[config.mk]
export PLATFORM = sky130hd
export DESIGN_NAME = clk_loss_monitor
export DESIGN_NICKNAME = d
export VERILOG_FILES = /design/src/rtl/clkmon_pkg.sv /design/src/rtl/cm_edge_sync.sv /design/src/rtl/cm_settle_timer.sv /design/src/rtl/cm_gap_detect.sv /design/src/rtl/cm_fsm.sv /design/src/rtl/clk_loss_monitor.sv
export SDC_FILE = /design/constraint.sdc
export NUM_CORES = 1
export LEC_CHECK = 0
export BUFFER_PORTS_ARGS = -buffer_cell sky130_fd_sc_hd__buf_2
export CAP_MARGIN = 10
export CORE_UTILIZATION = 40
export DETAILED_ROUTE_END_ITERATION = 10
export PLACE_DENSITY = 0.56
export SYNTH_ARGS = -nofsm -noshare
export SYNTH_HDL_FRONTEND = slang
export SYNTH_HIERARCHICAL = 1
export SYNTH_SLANG_ARGS = --single-unit
[constraint.sdc]
create_clock -name clk_io -period 10.7 [get_ports clk_io]
set_input_delay 0.535 -clock clk_io [delete_from_list [all_inputs] [get_ports clk_io]]
set_output_delay 0.535 -clock clk_io [all_outputs]
set_load 0.02 [all_outputs]
[src/rtl/clkmon_pkg.sv]
package clkmon_pkg;

    typedef enum logic [2:0] {
        S_BOOT_SETTLE = 3'd0,
        S_RUN         = 3'd1,
        S_HALT        = 3'd2,
        S_WAKE_SETTLE = 3'd3,
        S_TRIP        = 3'd4,
        S_DEAD        = 3'd5
    } mon_state_t;

    localparam int unsigned SEL_W     = 3;
    localparam int unsigned SEL_MAX   = 5;
    localparam int unsigned SEL_RESET = 5;

    function automatic logic [SEL_W-1:0] clamp_sel(input logic [SEL_W-1:0] code);
        if (code > SEL_W'(SEL_MAX)) begin
            return SEL_W'(SEL_MAX);
        end
        return code;
    endfunction

endpackage

[src/rtl/cm_edge_sync.sv]
module cm_edge_sync #(
    parameter int unsigned STAGES = 2
) (
    input  logic clk,
    input  logic rst_n,
    input  logic async_in,
    output logic rise
);
    logic [STAGES-1:0] chain_q;
    logic              last_q;

    generate
        if (STAGES == 1) begin : g_single
            always_ff @(posedge clk) begin
                if (!rst_n) chain_q <= '0;
                else        chain_q <= async_in;
            end
        end else begin : g_multi
            always_ff @(posedge clk) begin
                if (!rst_n) chain_q <= '0;
                else        chain_q <= {chain_q[STAGES-2:0], async_in};
            end
        end
    endgenerate

    always_ff @(posedge clk) begin
        if (!rst_n) last_q <= 1'b0;
        else        last_q <= chain_q[STAGES-1];
    end

    assign rise = chain_q[STAGES-1] & ~last_q;

endmodule

[src/rtl/cm_settle_timer.sv]
module cm_settle_timer
    import clkmon_pkg::*;
#(
    parameter int unsigned MIN_EXP = 11
) (
    input  logic             clk,
    input  logic             rst_n,
    input  logic             run,
    input  logic             rise,
    input  logic [SEL_W-1:0] sel,
    output logic             done
);
    localparam int unsigned CNT_W = MIN_EXP + SEL_MAX + 1;

    logic [CNT_W-1:0] cnt_q;
    logic [CNT_W-1:0] target;
    logic [SEL_W-1:0] eff_sel;

    always_comb begin
        eff_sel = clamp_sel(sel);
        target  = CNT_W'(1) << (MIN_EXP + int'(eff_sel));
    end

    assign done = (cnt_q >= target);

    always_ff @(posedge clk) begin
        if (!rst_n || !run) begin
            cnt_q <= '0;
        end else if (rise && !done) begin
            cnt_q <= cnt_q + CNT_W'(1);
        end
    end

endmodule

[src/rtl/cm_gap_detect.sv]
module cm_gap_detect #(
    parameter int unsigned LOSS_LIMIT = 4
) (
    input  logic clk,
    input  logic rst_n,
    input  logic active,
    input  logic rise,
    output logic loss
);
    localparam int unsigned GW = $clog2(LOSS_LIMIT + 1);
    localparam logic [GW-1:0] LAST = GW'(LOSS_LIMIT - 1);

    logic [GW-1:0] gap_q;

    always_ff @(posedge clk) begin
        if (!rst_n || !active || rise) begin
            gap_q <= '0;
        end else if (gap_q != LAST) begin
            gap_q <= gap_q + GW'(1);
        end
    end

    assign loss = active && !rise && (gap_q == LAST);

endmodule

[src/rtl/cm_fsm.sv]
module cm_fsm
    import clkmon_pkg::*;
(
    input  logic       clk,
    input  logic       rst_n,
    input  logic       stop_mode,
    input  logic       settle_done,
    input  logic       loss,
    input  logic       en,
    output logic       settling,
    output logic       active,
    output logic       rst_req
);
    mon_state_t state_q, state_d;

    always_ff @(posedge clk) begin
        if (!rst_n) state_q <= S_BOOT_SETTLE;
        else        state_q <= state_d;
    end

    always_comb begin
        state_d = state_q;
        unique case (state_q)
            S_BOOT_SETTLE: begin
                if (stop_mode)        state_d = S_HALT;
                else if (settle_done) state_d = S_RUN;
            end
            S_RUN: begin
                if (stop_mode) state_d = S_HALT;
                else if (loss) state_d = S_TRIP;
            end
            S_HALT: begin
                if (!stop_mode) state_d = S_WAKE_SETTLE;
            end
            S_WAKE_SETTLE: begin
                if (stop_mode)        state_d = S_HALT;
                else if (settle_done) state_d = S_RUN;
            end
            S_TRIP:  state_d = S_DEAD;
            S_DEAD:  state_d = S_DEAD;
            default: state_d = S_BOOT_SETTLE;
        endcase
    end

    always_comb begin
        settling = 1'b0;
        active   = 1'b0;
        rst_req  = 1'b0;
        unique case (state_q)
            S_BOOT_SETTLE, S_WAKE_SETTLE: settling = 1'b1;
            S_RUN:                        active   = en && !stop_mode;
            S_TRIP:                       rst_req  = 1'b1;
            S_HALT, S_DEAD:               ;
            default:                      ;
        endcase
    end

endmodule

[src/rtl/clk_loss_monitor.sv]
module clk_loss_monitor
    import clkmon_pkg::*;
#(
    parameter int unsigned MIN_EXP     = 11,
    parameter int unsigned LOSS_LIMIT  = 4,
    parameter int unsigned SYNC_STAGES = 2
) (
    input  logic             clk_io,
    input  logic             rst_n,
    input  logic             hs_clk,
    input  logic             stop_mode,
    input  logic             en_wr,
    input  logic             en_wdata,
    input  logic             sel_wr,
    input  logic [SEL_W-1:0] sel_wdata,
    output logic             mon_active,
    output logic             clk_loss_rst
);
    logic             en_q;
    logic [SEL_W-1:0] sel_q;
    logic             rise;
    logic             settling;
    logic             settle_done;
    logic             loss;

    always_ff @(posedge clk_io) begin
        if (!rst_n) begin
            en_q  <= 1'b0;
            sel_q <= SEL_W'(SEL_RESET);
        end else begin
            if (en_wr && en_wdata) en_q  <= 1'b1;
            if (sel_wr)            sel_q <= sel_wdata;
        end
    end

    cm_edge_sync #(.STAGES(SYNC_STAGES)) u_sync (
        .clk      (clk_io),
        .rst_n    (rst_n),
        .async_in (hs_clk),
        .rise     (rise)
    );

    cm_settle_timer #(.MIN_EXP(MIN_EXP)) u_timer (
        .clk   (clk_io),
        .rst_n (rst_n),
        .run   (settling),
        .rise  (rise),
        .sel   (sel_q),
        .done  (settle_done)
    );

    cm_gap_detect #(.LOSS_LIMIT(LOSS_LIMIT)) u_gap (
        .clk    (clk_io),
        .rst_n  (rst_n),
        .active (mon_active),
        .rise   (rise),
        .loss   (loss)
    );

    cm_fsm u_fsm (
        .clk         (clk_io),
        .rst_n       (rst_n),
        .stop_mode   (stop_mode),
        .settle_done (settle_done),
        .loss        (loss),
        .en          (en_q),
        .settling    (settling),
        .active      (mon_active),
        .rst_req     (clk_loss_rst)
    );

endmodule

# After elaboration in Yosys (flattened, before gate mapping)
# Cells that the tools add are included.
dict set report totals {
  regBits 30
  latchBits 0
  ram_bits 0
  romBits 0
  inputBits 10
  out_inout_bits 2
  elab_cells 55
  mem_count 0
}
dict set report classes {
  n_addsub 3
  mul 0
  div 0
  n_lt_le_gt_ge 2
  n_eq_ne 10
  shift 1
  mux 12
  bitwise_logic 2
  reduce_logical 18
}
# cell n
set ops {}
lappend ops {{1-bit by 32-bit << shifter with 17-bit output, first input constant} 1}
lappend ops {{3-bit 2-to-1 mux} 7}
lappend ops {{17-bit by 1-bit adder with 17-bit output, second input constant} 1}
lappend ops {{17-bit greater-or-equal comparator} 1}
lappend ops {{3-bit case mux with 4 select lines} 1}
lappend ops {{3-bit by 2-bit == test with 1-bit output, second input constant} 3}
lappend ops {{3-bit == test, second input constant} 2}
lappend ops {{1-bit zero test} 6}
lappend ops {{4-bit by 3-bit adder with 5-bit output, first input constant} 1}
lappend ops {{1-bit logical AND} 5}
lappend ops {{1-bit 2-to-1 mux} 4}
lappend ops {{2-bit OR reduction} 2}
lappend ops {{3-bit by 1-bit adder with 3-bit output, second input constant} 1}
lappend ops {{3-bit by 1-bit == test with 1-bit output, second input constant} 1}
lappend ops {{3-bit > comparator, second input constant} 1}
lappend ops {{3-bit zero test} 1}
lappend ops {{1-bit logical OR} 3}
lappend ops {{3-bit by 1-bit inequality test with 1-bit output, second input constant} 1}
lappend ops {{3-bit by 2-bit inequality test with 1-bit output, second input constant} 1}
lappend ops {{3-bit inequality test, second input constant} 1}
lappend ops {{3-bit AND reduction} 1}
lappend ops {{2-bit inequality test, second input constant} 1}
lappend ops {{1-bit bitwise AND} 1}
lappend ops {{1-bit inverter} 1}

# Depth between registers and ports, before layout
dict set report depth {
  word_depth 9
  ltp_mapped 14
  mapped_depth_nobuf 11
}

# Cells and area by module
# The synthesis kept the hierarchy.
# mod n_inst cells_per_inst area_each_um2
set modules_own_cells {}
lappend modules_own_cells {cm_settle_timer 1 140 1153.6}
lappend modules_own_cells {cm_fsm 1 19 167.7}
lappend modules_own_cells {cm_gap_detect 1 14 158.9}
lappend modules_own_cells {clk_loss_monitor 1 12 135.1}
lappend modules_own_cells {cm_edge_sync 1 7 92.6}

# Worst setup path after synthesis
# Ideal clock, no wire load.
dict set report synth_path {
  path_kind {register -> register}
  from {reg sel_q[0]}
  to {reg u_timer.cnt_q[15]}
  arrival_time_ns 3.410
  required_time_ns 10.630
  slack_ns 7.220
  path_stages_with_launch 14
  n_path_buf 2
  cell_sequence {dfxtp_1 > or2_2 > buf_2 > ha_1 > nand2_1 > or4_2 > ha_1 > a21o_1 > a21oi_1 > and2_1 > nand4_2 > buf_6 > or4_1 > a21oi_1}
}
dict set report synth_between {
  elab_chain_cells 8
}
# item line_no
set synth_lines {}
lappend synth_lines {{from (decl)} clk_loss_monitor.sv:20} ;# logic [SEL_W-1:0] sel_q;
lappend synth_lines {{from (signal assigned)} clk_loss_monitor.sv:29} ;# sel_q <= SEL_W'(SEL_RESET);
lappend synth_lines {{from (signal assigned)} clk_loss_monitor.sv:32} ;# if (sel_wr) sel_q <= sel_wdata;
lappend synth_lines {{3-bit > comparator} clkmon_pkg.sv:17} ;# if (code > SEL_W'(SEL_MAX)) begin
lappend synth_lines {{1-bit 2-to-1 mux} clkmon_pkg.sv:17}
lappend synth_lines {{3-bit 2-to-1 mux *} clkmon_pkg.sv:20} ;# return code;
lappend synth_lines {{4-bit by 3-bit adder with 5-bit output *} cm_settle_timer.sv:21} ;# target = CNT_W'(1) << (MIN_EXP + int'(eff_sel));
lappend synth_lines {{1-bit by 32-bit << shifter with 17-bit output *} cm_settle_timer.sv:21}
lappend synth_lines {{17-bit greater-or-equal comparator *} cm_settle_timer.sv:24} ;# assign done = (cnt_q >= target);
lappend synth_lines {{1-bit zero test *} cm_settle_timer.sv:29} ;# end else if (rise && !done) begin
lappend synth_lines {{1-bit logical AND *} cm_settle_timer.sv:29}
lappend synth_lines {{to (signal assigned)} cm_settle_timer.sv:30} ;# cnt_q <= cnt_q + CNT_W'(1);
lappend synth_lines {{to (decl)} cm_settle_timer.sv:15} ;# logic [CNT_W-1:0] cnt_q;
# Every way passes the cells marked *; elsewhere a longest branch is shown, timed or not.
# A chain may end at the register's enable or synchronous reset.

# Final worst setup path
dict set report layout_path {
  from {reg sel_q[0]}
  to {reg u_timer.cnt_q[14]}
}
# Same word-level chain as after synthesis.

==> reports/results.tsv <==
metric	value	unit
via count	1437	
Final setup viols	0	
Lkg Pwr	0.714	nW
PortBufs	11	
row count	23	
RSZ-0062 raised after global routing	false	
Routed WL	3.58	mm
skew final	0.00603	ns
Worst setup SP type	register	
Highest Clock Rate	264	MHz
gr ovfl total	0	
first-pass GRT wire length	5.80	mm
min-delay src	u_sync/chain_q[0]	
CP Capture Type	register	
1st-pass router iterations	4	
DR vias/cell	5.66	
Worst Hold Class	register to register	
hpwl dp	2.56	mm
commonest non-fill, non-tap cell in the layout	dfxtp_1	
pwr/cell area	146	nW/um^2
Layout Cells excl Fill	254	
# IOs	12	
Syn Inst Count	192	
Ys Warns	6	
critical path peak fanout	21	
Max Cap Viol	0	
H-tree depth	2	
Clk Latency, worst-skew pair	0.28	ns
Synth Area per Inst	8.90	sq um
Hold Path End	u_sync/chain_q[1]	
reg2reg end	u_timer/cnt_q[14]	
Worst-path clk slew	0.07	ns
Tmin final	3.79	ns
post_cts resized	0	
vias in the first global route	1286	
Starting Density	0.421	
syn_nets	213	
status	finished, final reports clean	
fin crit share	0.354	
number of buffers created by CTS	5	
CP Class	register to register	
clk buf depth	2	
Area growth, synth to finish	13.0	%
antenna violations before repair	0	
Tot Pwr	283	uW
Peak VDD IR	0.0000624	V
Final ANT Viol Nets	0	
Cell variety after synth	47	
placed insts	246	
DIE AREA	4540	sq um
share of cells above drive strength 1	0.162	
Critical Path AT	3.99	ns
RePlAce Congestion	0.749	
sequential share of the synthesized area	0.352	
Worst Path Required	10.90	ns
CTS root buf	clkbuf_8	
DR iter-0 viols	48	
Post-CTS Setup Inserts	0	
reg2reg path depth	11	
commonest non-fill, non-tap cells in the layout	30 x dfxtp_1, 16 x a21oi_1, 15 x nand2_1, 11 x buf_2, 11 x ha_1	
Syn Std Cell Area	1710	sq um
worst hold stages	1	
GRT Overall Usage	0.174	
Avg WL per Cell	14.1	um
Hold Buf Count CTS	0	
Diodes inserted	0	
largest net degree at the start of global routing	22	
Slew HR	0.628	
Die H	67.3	um
Final nets	224	
CTS tree	done	
Final Hold Vio Count	0	
core area	4060	sq um
fin. max-slew vios	0	
die width	67.3	um
R2R setup slack	6.91	ns
DRC errors left	0	
fin util	0.476	
r2r startpoint	sel_q[0]	
worst-margin pin slew	0.557	ns
register bit count reported by yosys	30	
post-route setup TNS	0	ns
CTS Sinks	30	
-- logic make-up (layout without fill, tap and decap cells) --
logic type,Yosys count,after routing,synth area share
buffers and inverters,15,27,0.0396
AO/OA/AOI/OAI,42,42,0.165
AND/OR/NAND/NOR,86,86,0.319
XOR/XNOR,3,3,0.0154
multiplexers,5,5,0.0293
adder cells (fa/ha/maj),11,11,0.0806
flip-flops,30,30,0.352
-- routing by layer --
metal  wire length, um  global-route usage  vias up  share of wire
met5                 0                   0        -              0
met4                38              0.0718        0          0.011
met3                92              0.0355        5          0.026
met2              1620               0.271       17           0.45
met1              1830               0.231      680           0.51
li1                  -                   -      735              -
-- layout make-up --
| cell class | count | area, sq um |
|---|---|---|
| multi-input cells | 147 | 1040 |
| well taps | 50 | 62.6 |
| clock inverters | 2 | 60.1 |
| repair buffers | 11 | 55.1 |
| flip-flops and latches | 30 | 601 |
| fillers | 382 | 2130 |
| clock buffers | 6 | 82.6 |
| inverters | 8 | 30.0 |
-- cell usage after synthesis (all sizes together) --
master | count | area (sq um)
a211oi | 2 | 15.0
a21boi | 1 | 7.51
a21o | 1 | 7.51
a21oi | 16 | 80.1
a31oi | 1 | 21.3
and2 | 5 | 31.3
and3 | 1 | 6.26
and3b | 1 | 10.0
and4 | 2 | 17.5
buf | 4 | 26.3
clkbuf | 3 | 11.3
dfxtp | 30 | 601
ha | 11 | 138
inv | 8 | 30.0
mux2i | 5 | 50.1
nand2 | 15 | 56.3
nand2b | 1 | 6.26
nand3 | 10 | 55.1
nand3b | 4 | 42.5
nand4 | 3 | 25.0
nand4b | 2 | 17.5
nand4bb | 1 | 11.3
nor2 | 9 | 33.8
nor2b | 6 | 45.0
nor3 | 2 | 10.0
nor3b | 1 | 7.51
nor4 | 3 | 18.8
o2111ai | 1 | 15.0
o211a | 1 | 10.0
o211ai | 2 | 15.0
o21ai | 8 | 40.0
o311a | 1 | 10.0
o31ai | 8 | 60.1
or2 | 2 | 12.5
or3 | 7 | 53.8
or4 | 11 | 83.8
xnor2 | 1 | 8.76
xor2 | 2 | 17.5
-- worst max-delay path, cell delays in order, from the launching register on --
cell     delay, ns
dfxtp_1       0.35
or2_2         0.35
ha_1          0.42
nand2_1       0.07
or4_2         0.54
ha_1          0.33
a21o_1        0.18
a21oi_1       0.16
and2_1        0.20
nand3_2       0.33
or4_1         0.62
a21oi_1       0.16
-- where the power goes --
group | switching, mW | internal (mW)
logic | 0.0139 | 0.0104
registers | 0.00230 | 0.114
clock network | 0.0428 | 0.0993
-- worst max-delay path by stage --
stage          startpoint                end  slack, ns  depth (start not counted)
3_5_place_dp     sel_q[0]   u_timer/cnt_q[8]       6.99                         11
3_3_place_gp     sel_q[0]  u_timer/cnt_q[14]       7.12                         11
2_1_floorplan    sel_q[0]  u_timer/cnt_q[15]       7.22                         13
5_1_grt          sel_q[0]  u_timer/cnt_q[14]       6.68                         11
6_report         sel_q[0]  u_timer/cnt_q[14]       6.91                         11
4_1_cts          sel_q[0]  u_timer/cnt_q[14]       6.93                         11
-- flip-flops by register name, summed over array words and instances (netlist names) --
| name | count |
|---|---|
| u_sync/last_q | 1 |
| u_sync/chain_q | 2 |
| u_gap/gap_q | 3 |
| sel_q | 3 |
| u_fsm/state_q | 3 |
| en_q | 1 |
| u_timer/cnt_q | 17 |
-- stage by stage --
step | hold slack, ns | area [sq um] | worst slack [ns]
floorplan | 0.406 | 1710 | 7.22
global placement | 0.409 | 1790 | 7.12
detailed placement | 0.417 | 1790 | 6.99
CTS | 0.433 | 1930 | 6.93
global route | 0.448 | 1930 | 6.68
finish | 0.432 | 1930 | 6.91
(Power assumes the default switching activity.)
